--- src/rtl/sdram_seq_pkg.sv ---
package sdram_seq_pkg;

    typedef enum logic [3:0] {
        ST_PWR,
        ST_IPRE,
        ST_IREF,
        ST_IMRS,
        ST_SETTLE,
        ST_IDLE,
        ST_USER,
        ST_REF
    } seq_state_t;

    typedef struct packed {
        logic cs_n;
        logic ras_n;
        logic cas_n;
        logic we_n;
    } sd_cmd_t;

    localparam sd_cmd_t CMD_NOP = '{cs_n: 1'b0, ras_n: 1'b1, cas_n: 1'b1, we_n: 1'b1};
    localparam sd_cmd_t CMD_PRE = '{cs_n: 1'b0, ras_n: 1'b0, cas_n: 1'b1, we_n: 1'b0};
    localparam sd_cmd_t CMD_REF = '{cs_n: 1'b0, ras_n: 1'b0, cas_n: 1'b0, we_n: 1'b1};
    localparam sd_cmd_t CMD_MRS = '{cs_n: 1'b0, ras_n: 1'b0, cas_n: 1'b0, we_n: 1'b0};

endpackage

--- src/rtl/sdram_refresh_ticker.sv ---
module sdram_refresh_ticker #(
    parameter int INTERVAL = 1562
) (
    input  logic clk,
    input  logic rst_n,
    input  logic en,
    output logic tick
);
    localparam int CW = $clog2(INTERVAL);

    logic [CW-1:0] cnt_d, cnt_q;
    logic          tick_d, tick_q;

    always_comb begin
        cnt_d  = cnt_q;
        tick_d = 1'b0;
        if (en) begin
            if (cnt_q == CW'(INTERVAL - 1)) begin
                cnt_d  = '0;
                tick_d = 1'b1;
            end else begin
                cnt_d = cnt_q + 1'b1;
            end
        end
    end

    always_ff @(posedge clk) begin
        if (!rst_n) begin
            cnt_q  <= '0;
            tick_q <= 1'b0;
        end else begin
            cnt_q  <= cnt_d;
            tick_q <= tick_d;
        end
    end

    assign tick = tick_q;
endmodule

--- src/rtl/sdram_owed_counter.sv ---
module sdram_owed_counter #(
    parameter int MAX_OWED = 8,
    localparam int OW = $clog2(MAX_OWED + 1)
) (
    input  logic          clk,
    input  logic          rst_n,
    input  logic          inc,
    input  logic          dec,
    output logic [OW-1:0] owed
);
    logic [OW-1:0] owed_d, owed_q;
    logic          can_dec, can_inc;

    always_comb begin
        can_dec = dec && (owed_q != '0);
        can_inc = inc && (owed_q != OW'(MAX_OWED) || can_dec);
        owed_d  = owed_q;
        if (can_inc && !can_dec)      owed_d = owed_q + 1'b1;
        else if (can_dec && !can_inc) owed_d = owed_q - 1'b1;
    end

    always_ff @(posedge clk) begin
        if (!rst_n) owed_q <= '0;
        else        owed_q <= owed_d;
    end

    assign owed = owed_q;
endmodule

--- src/rtl/sdram_init_refresh.sv ---
module sdram_init_refresh
    import sdram_seq_pkg::*;
#(
    parameter int       CLK_MHZ          = 100,
    parameter int       T_POWERUP_US     = 200,
    parameter int       T_RP_NS          = 20,
    parameter int       T_RFC_NS         = 70,
    parameter int       T_MRD_CLK        = 2,
    parameter int       REFRESH_ROWS     = 4096,
    parameter int       REFRESH_MS       = 64,
    parameter int       INIT_REFRESHES   = 2,
    parameter int       MAX_OWED         = 8,
    parameter int       ADDR_W           = 12,
    parameter int       BA_W             = 2,
    parameter int       DQM_W            = 2,
    parameter logic [2:0] BURST_LEN_CODE = 3'd3,
    parameter logic     BURST_INTERLEAVE = 1'b0,
    parameter int       CAS_LATENCY      = 3,
    parameter logic     WRITE_SINGLE     = 1'b0
) (
    input  logic              clk,
    input  logic              rst_n,
    input  logic              usr_req,
    input  logic              usr_busy,
    output logic              usr_gnt,
    output logic              sd_cke,
    output logic              sd_cs_n,
    output logic              sd_ras_n,
    output logic              sd_cas_n,
    output logic              sd_we_n,
    output logic [ADDR_W-1:0] sd_addr,
    output logic [BA_W-1:0]   sd_ba,
    output logic [DQM_W-1:0]  sd_dqm,
    output logic              init_done
);
    localparam int POWERUP_CYC  = T_POWERUP_US * CLK_MHZ;
    localparam int RP_CYC       = (T_RP_NS * CLK_MHZ + 999) / 1000;
    localparam int RFC_CYC      = (T_RFC_NS * CLK_MHZ + 999) / 1000;
    localparam int REF_INTERVAL = (REFRESH_MS * 1000 * CLK_MHZ) / REFRESH_ROWS;
    localparam int WAIT_MAX     = (POWERUP_CYC > RFC_CYC) ? POWERUP_CYC : RFC_CYC;
    localparam int WW           = $clog2(WAIT_MAX + 1);
    localparam int IRW          = $clog2(INIT_REFRESHES + 1);
    localparam int OWED_W       = $clog2(MAX_OWED + 1);
    localparam int AP_BIT       = 10;

    typedef struct packed {
        seq_state_t        state;
        logic [WW-1:0]     wait_cnt;
        logic [IRW-1:0]    init_left;
        sd_cmd_t           cmd;
        logic [ADDR_W-1:0] addr;
        logic              gnt;
        logic              done;
    } seq_regs_t;

    seq_regs_t         r_d, r_q;
    logic              tick;
    logic              ref_dec;
    logic [OWED_W-1:0] owed_q;
    logic [ADDR_W-1:0] mode_word;

    always_comb begin
        mode_word      = '0;
        mode_word[2:0] = BURST_LEN_CODE;
        mode_word[3]   = BURST_INTERLEAVE;
        mode_word[6:4] = 3'(CAS_LATENCY);
        mode_word[9]   = WRITE_SINGLE;
    end

    sdram_refresh_ticker #(.INTERVAL(REF_INTERVAL)) i_ticker (
        .clk  (clk),
        .rst_n(rst_n),
        .en   (r_q.done),
        .tick (tick)
    );

    sdram_owed_counter #(.MAX_OWED(MAX_OWED)) i_owed (
        .clk  (clk),
        .rst_n(rst_n),
        .inc  (tick),
        .dec  (ref_dec),
        .owed (owed_q)
    );

    always_comb begin
        r_d     = r_q;
        r_d.cmd = CMD_NOP;
        ref_dec = 1'b0;
        if (r_q.wait_cnt != '0) begin
            r_d.wait_cnt = r_q.wait_cnt - 1'b1;
        end else begin
            unique case (r_q.state)
                ST_PWR: r_d.state = ST_IPRE;
                ST_IPRE: begin
                    r_d.cmd          = CMD_PRE;
                    r_d.addr         = '0;
                    r_d.addr[AP_BIT] = 1'b1;
                    r_d.wait_cnt     = WW'(RP_CYC - 1);
                    r_d.init_left    = IRW'(INIT_REFRESHES);
                    r_d.state        = ST_IREF;
                end
                ST_IREF: begin
                    r_d.cmd       = CMD_REF;
                    r_d.addr      = '0;
                    r_d.wait_cnt  = WW'(RFC_CYC - 1);
                    r_d.init_left = r_q.init_left - 1'b1;
                    if (r_q.init_left == IRW'(1)) r_d.state = ST_IMRS;
                end
                ST_IMRS: begin
                    r_d.cmd      = CMD_MRS;
                    r_d.addr     = mode_word;
                    r_d.wait_cnt = WW'(T_MRD_CLK - 1);
                    r_d.state    = ST_SETTLE;
                end
                ST_SETTLE: begin
                    r_d.done  = 1'b1;
                    r_d.state = ST_IDLE;
                end
                ST_IDLE: begin
                    if (owed_q != '0) begin
                        r_d.cmd          = CMD_PRE;
                        r_d.addr         = '0;
                        r_d.addr[AP_BIT] = 1'b1;
                        r_d.wait_cnt     = WW'(RP_CYC - 1);
                        r_d.state        = ST_REF;
                    end else if (usr_req) begin
                        r_d.gnt   = 1'b1;
                        r_d.state = ST_USER;
                    end
                end
                ST_USER: begin
                    if (!usr_req || (owed_q != '0 && !usr_busy)) begin
                        r_d.gnt   = 1'b0;
                        r_d.state = ST_IDLE;
                    end
                end
                ST_REF: begin
                    r_d.cmd      = CMD_REF;
                    r_d.addr     = '0;
                    r_d.wait_cnt = WW'(RFC_CYC - 1);
                    ref_dec      = 1'b1;
                    if (owed_q <= OWED_W'(1)) r_d.state = ST_IDLE;
                end
                default: r_d.state = ST_IDLE;
            endcase
        end
    end

    always_ff @(posedge clk) begin
        if (!rst_n) begin
            r_q.state     <= ST_PWR;
            r_q.wait_cnt  <= WW'(POWERUP_CYC - 1);
            r_q.init_left <= '0;
            r_q.cmd       <= CMD_NOP;
            r_q.addr      <= '0;
            r_q.gnt       <= 1'b0;
            r_q.done      <= 1'b0;
        end else begin
            r_q <= r_d;
        end
    end

    assign usr_gnt   = r_q.gnt;
    assign sd_cke    = 1'b1;
    assign sd_cs_n   = r_q.cmd.cs_n;
    assign sd_ras_n  = r_q.cmd.ras_n;
    assign sd_cas_n  = r_q.cmd.cas_n;
    assign sd_we_n   = r_q.cmd.we_n;
    assign sd_addr   = r_q.addr;
    assign sd_ba     = '0;
    assign sd_dqm    = r_q.done ? '0 : '1;
    assign init_done = r_q.done;
endmodule

--- config.mk ---
export PLATFORM = sky130hd
export DESIGN_NAME = sdram_init_refresh
export DESIGN_NICKNAME = d
export VERILOG_FILES = /design/src/rtl/sdram_seq_pkg.sv /design/src/rtl/sdram_refresh_ticker.sv /design/src/rtl/sdram_owed_counter.sv /design/src/rtl/sdram_init_refresh.sv
export SDC_FILE = /design/constraint.sdc
export NUM_CORES = 1
export LEC_CHECK = 0
export BUFFER_PORTS_ARGS = -buffer_cell sky130_fd_sc_hd__buf_2
export CAP_MARGIN = 20
export CORE_ASPECT_RATIO = 0.5
export CORE_MARGIN = 10
export CORE_UTILIZATION = 55
export DETAILED_ROUTE_END_ITERATION = 8
export GPL_ROUTABILITY_DRIVEN = 1
export PLACE_DENSITY_LB_ADDON = 0.15
export REMOVE_ABC_BUFFERS = 1
export SYNTH_ARGS = -nofsm -noshare
export SYNTH_HDL_FRONTEND = slang
export SYNTH_SLANG_ARGS = --single-unit
--- constraint.sdc ---
create_clock -name clk -period 2.9 [get_ports clk]
set_input_delay 0.145 -clock clk [delete_from_list [all_inputs] [get_ports clk]]
set_output_delay 0.145 -clock clk [all_outputs]
set_load 0.01 [all_outputs]
# After elaboration in Yosys (flattened, before gate mapping)
# Cells that the tools add are included.
[word_totals]
out_inout_bits = 23
word_cells = 91
inputBits = 4
register_bits = 55
[op_classes]
n_eq_ne = 18
magnitude_cmp = 1
n_reduce_logical = 29
muxes = 23
bitwise = 2
add_sub_neg = 5
[op_table]
columns = ["op", "count"]
rows = [
  ["15-bit one-hot mux with 4 select lines", 1],
  ["15-bit 2-to-1 mux", 3],
  ["15-bit one-hot mux with 3 select lines", 1],
  ["4-bit 2-to-1 mux", 7],
  ["4-bit one-hot mux with 7 select lines", 1],
  ["4-bit by 3-bit equality test with 1-bit output (second input constant)", 4],
  ["15-bit nonzero test", 1],
  ["15-bit by 1-bit subtractor with 15-bit output (second input constant)", 1],
  ["2-bit inequality test (second input constant)", 6],
  ["4-bit nonzero test", 3],
  ["11-bit by 1-bit adder with 11-bit output (second input constant)", 1],
  ["11-bit equality test (second input constant)", 1],
  ["11-bit 2-to-1 mux", 1],
  ["5-bit AND reduction", 2],
  ["4-bit by 2-bit equality test with 1-bit output (second input constant)", 2],
  ["2-bit AND reduction", 4],
  ["1-bit 2-to-1 mux", 6],
  ["3-bit inequality test (second input constant)", 2],
  ["2-bit nonzero test", 3],
  ["2-bit OR reduction", 3],
  ["1-bit logical AND", 5],
  ["4-bit by 1-bit adder with 4-bit output (second input constant)", 1],
  ["4-bit by 1-bit equality test with 1-bit output (second input constant)", 1],
  ["4-bit by 1-bit <= comparator with 1-bit output (second input constant)", 1],
  ["12 further kinds", 17],
]

# Longest topological paths before layout
[logic_depth]
depth_word = 10
depth_mapped = 12
mapped_depth_nobuf = 11

# Hierarchy
# From an unflattened synthesis, not the netlist that was laid out.
[hier_totals]
hier_cells = 276
hier_area_um2 = 2469.9
[modules_own_cells]
columns = ["mod", "area_per_inst_um2", "cells_each", "seq_area_each_um2", "n_inst"]
rows = [
  ["sdram_init_refresh", 1600.3, 185, 540.5, 1],
  ["sdram_refresh_ticker", 575.6, 61, 240.2, 1],
  ["sdram_owed_counter", 294.0, 30, 80.1, 1],
]

# Worst setup path after synthesis
# Ideal clock, no wire load.
[synth_timing]
path_kind = "flip-flop to flip-flop"
start = "register r_q[20] (netlist name)"
end = "register i_owed.owed_q[3] (netlist: i_owed.owed[3])"
path_slack_ns = 0.342
stages_incl_launch_ff = 13
t_arrival_ns = 2.430
required_ns = 2.772
path_buffers = 1
synth_period_minus_slack_ns = 2.558
cell_sequence = "dfxtp_1 > inv_1 > ha_1 > nor4b_2 > and4_1 > buf_2 > and2_1 > o21a_1 > ha_1 > or4_1 > a21oi_1 > xnor2_1 > nor2_1"
[synth_via]
elab_chain_cells = 8
word_cells_on_any_way = 11
[synth_lines]
columns = ["item", "line_no", "rtl"]
rows = [
  ["start, declared", "sdram_init_refresh.sv:56", "seq_regs_t r_d, r_q;"],
  ["start signal, assigned", "sdram_init_refresh.sv:159", "r_q <= r_d;"],
  ["15-bit nonzero test (*)", "sdram_init_refresh.sv:89", "if (r_q.wait_cnt != '0) begin"],
  ["1-bit 2-to-1 mux (*)", "sdram_init_refresh.sv:89", ""],
  ["1-bit logical AND (*)", "sdram_owed_counter.sv:15", "can_dec = dec && (owed_q != '0);"],
  ["1-bit logical OR", "sdram_owed_counter.sv:16", "can_inc = inc && (owed_q != OW'(MAX_OWED) || can_dec);"],
  ["1-bit logical AND", "sdram_owed_counter.sv:16", ""],
  ["1-bit zero test", "sdram_owed_counter.sv:19", "else if (can_dec && !can_inc) owed_d = owed_q - 1'b1;"],
  ["1-bit logical AND", "sdram_owed_counter.sv:19", ""],
  ["2-bit nonzero test (no line)", "-", ""],
  ["end signal, assigned", "sdram_owed_counter.sv:24", "else owed_q <= owed_d;"],
  ["end, declared", "sdram_owed_counter.sv:11", "logic [OW-1:0] owed_d, owed_q;"],
]
# Mark *: on every way between the ends. The rest lies on a longest branch, timed or not.
# A chain may end at the register's enable or synchronous reset.

# Worst setup path after layout
# Same ends and word-level chain as after synthesis.

==> metrics.txt <==
P&R area growth vs syn=6.50%; Pleak=0.943 nW; # diodes=0; Chip Width=between 100 and 150 um; nature of the critical path endpoint=flop; DRT Wirelength=4350 um; first-pass GRT wire length=about 7500 um; count of final hold-check violations=0; pwr/cell area=between 400 and 500 nW/um^2; Clock Sink Count=43; relative slew slack=about 63%; Cells after Synth=260; Ports=27; synth unique cells=between 40 and 50; core area=a little under 4000 um^2; Max clock buf depth=2; Synth Flop Type=dfxtp_1; register area share after synthesis=~39%; largest net degree at the start of global routing=20; initial drt markers=65; Slowest Stage Delay on Critical Path=0.41 ns; GRT Total Usage=between 10% and 20%; Worst-Margin Slew=approximately 0.55 ns; DRT Pass-1 Iters=4; Post-CTS Setup Inserts=0; Peak VDD IR=approximately 180 uV; Starting Density=a little under three fifths; achievable frequency=0.388 GHz; Hold Crit Depth=2; #FFs+latches synth=43; period utilisation layout=89.0%; Die ar.=roughly 7200 um^2; grt total ovfl=0; Final ANT Viol Nets=0; initial antenna violation count=0; CP max-delay cell=or4_1; Worst Path Max Fanout=4; pre-CTS setup slack=between 0.3 and 0.4 ns; Die Height=about 65 um; Avg Synthesized Cell Area=around 8.6 um^2; CP Launch Type=flop; cts repair resizes=0; most common cell type on the critical path=ha_1; final setup margin=between 0.3 and 0.4 ns; crit-path cells=inv_1 > ha_1 > nor4b_2 > and4_1 > and2_1 > nand2b_1 > ha_1 > or4_1 > a21oi_1 > xnor2_1 > nor2_1; hold_buf cts=0; WL/cell=roughly 13 um; worst path arrival time=around 2.8 ns; Worst Hold Class=in2reg; Post-synth EDFFs=0; Std-Cell Rows=16; via count=roughly 1700; root cell of the clock tree=clkbuf_8; synth warn=0; CP Class=reg2reg; max_cap viols=0; clock-pin slew on the worst setup and hold paths=about 0.08 ns; Post-Route Setup TNS=0 ns; final net count=282; Worst Path Required=between 3 and 4 ns; run status=finished, final reports clean; Slew Limit Fails=0; worst reg2reg path depth=11; fin crit period=2.58 ns; DRC Markers=0; synthesized area=around 2200 um^2; hpwl dp=between 3000 and 4000 um; share of layout cells above drive strength 1=between 10% and 20%; RSZ-0062 raised after global routing=false; vias in the first global route=1762; CTS tree=yes; Vias/cell=~5.4; CTS buffer count=5; Buffers on Ports=15; H-tree depth=2; Setup Viol. Count Final=0; worst skew pair latency=0.30 ns; Setup Skew=roughly 0.0057 ns; Async SR Flop Fraction=0%; gpl congestion=about 0.84
==> worst paths after layout <==
kind,start,endpoint,slack [ns]
worst min register to register,sd_addr[10],sd_addr[10],0.45
worst max register to register,r_q[20],i_owed.owed[3],0.32
worst min-delay path,rst_n,r_q[22],0.20
worst max-delay path,r_q[20],i_owed.owed[3],0.32
==> where the power goes <==
| group | switching (mW) | leakage (nW) | internal [mW] |
|---|---|---|---|
| sequential | 0.00336 | 0.347 | 0.593 |
| combinational | 0.0236 | 0.544 | 0.00746 |
| clock | 0.198 | 0.0515 | 0.217 |
| total | 0.225 | 0.943 | 0.818 |
==> through the flow <==
step	std cells	util [%]	instance area, um^2	hold slack, ns	power [mW]
after CTS	325	60.9	2380	0.178	1.06
after detailed placement	317	58.4	2280	0.442	0.642
after global routing	325	60.9	2380	0.193	1.09
after global placement	317	58.4	2280	0.439	0.640
after floorplan	244	-	2110	0.207	0.630
final	325	60.9	2380	0.197	1.04
==> placed cells by master (no fill, tap or decap), types with 2 or more instances in the layout <==
| cell type | count |
|---|---|
| inv_1 | 10 |
| ha_1 | 8 |
| and2_1 | 4 |
| clkbuf_8 | 7 |
| nand2b_1 | 3 |
| conb_1 | 11 |
| nor4_1 | 2 |
| nor3_2 | 4 |
| or4_1 | 2 |
| mux2i_1 | 3 |
| and3_1 | 6 |
| nand3_1 | 12 |
| nand2_1 | 25 |
| a211oi_1 | 2 |
| xnor2_1 | 7 |
| nor2b_1 | 3 |
| dfxtp_1 | 43 |
| buf_2 | 15 |
| buf_4 | 4 |
| nor3_1 | 4 |
| o21ai_0 | 3 |
| a31oi_1 | 2 |
| o31ai_1 | 2 |
| nand4b_1 | 2 |
| nand4_1 | 8 |
| a21oi_1 | 11 |
| and4_1 | 2 |
| nor2_1 | 30 |
| xor2_1 | 13 |
| or3_1 | 3 |
==> layer usage <==
layer	wire, um	global-route usage [%]	vias to the layer above	share of wire [%]
met5	0	0	-	0
met4	102	7.01	0	2.3
met3	184	4.14	11	4.2
met2	1970	21.2	33	45
met1	2100	14.7	807	48
li1	-	-	897	-
==> synthesized netlist by cell type (4+ instances only) <==
master	n	area, um^2
nor3_1	4	20.0
buf_4	17	128
dfxtp_1	43	861
inv_1	10	37.5
and2_1	4	25.0
nand2_1	25	93.8
ha_1	8	100
nand3_1	12	60.1
nand4_1	8	50.1
nor3_2	4	40.0
xnor2_1	7	61.3
a21oi_1	11	55.1
nor2_1	30	113
clkbuf_1	5	18.8
xor2_1	13	114
and3_1	6	37.5
==> cell type report <==
class,count,area [um^2]
Tap cell,54,67.6
Fill cell,367,1530
Inverter,11,41.3
Multi-Input combinational cell,190,1200
Sequential cell,43,861
Clock buffer,8,100
Timing Repair Buffer,19,105
==> state kept, by name, summed over array words and instances, names as in the netlist <==
register and cells:
sd_addr 2, usr_gnt 1, sd_cas_n 1, r_q 20, sd_ras_n 1, init_done 1, i_ticker.cnt_q 11, i_owed.owed 4
sd_we_n 1, i_ticker.tick 1
==> critical path, delay by kind of cell (launching register included) <==
family / cells / cell delay [ns]
buffers and inverters: 1 / 0.06
adders and majority gates: 2 / 0.43
and+or+nand+nor: 6 / 1.31
AOI/OAI and AO/OA: 1 / 0.18
DFF: 1 / 0.35
xor gates and xnor gates: 1 / 0.13
==> cells by family after synthesis <==
logic type | synth area share, %
other | 0.336
AOI/OAI and AO/OA | 9.13
adders and majority gates | 4.48
buffers and inverters | 9.08
xor gates and xnor gates | 7.84
muxes | 1.34
and+or+nand+nor | 29.2
DFF | 38.5
(Power assumes the default switching activity.)
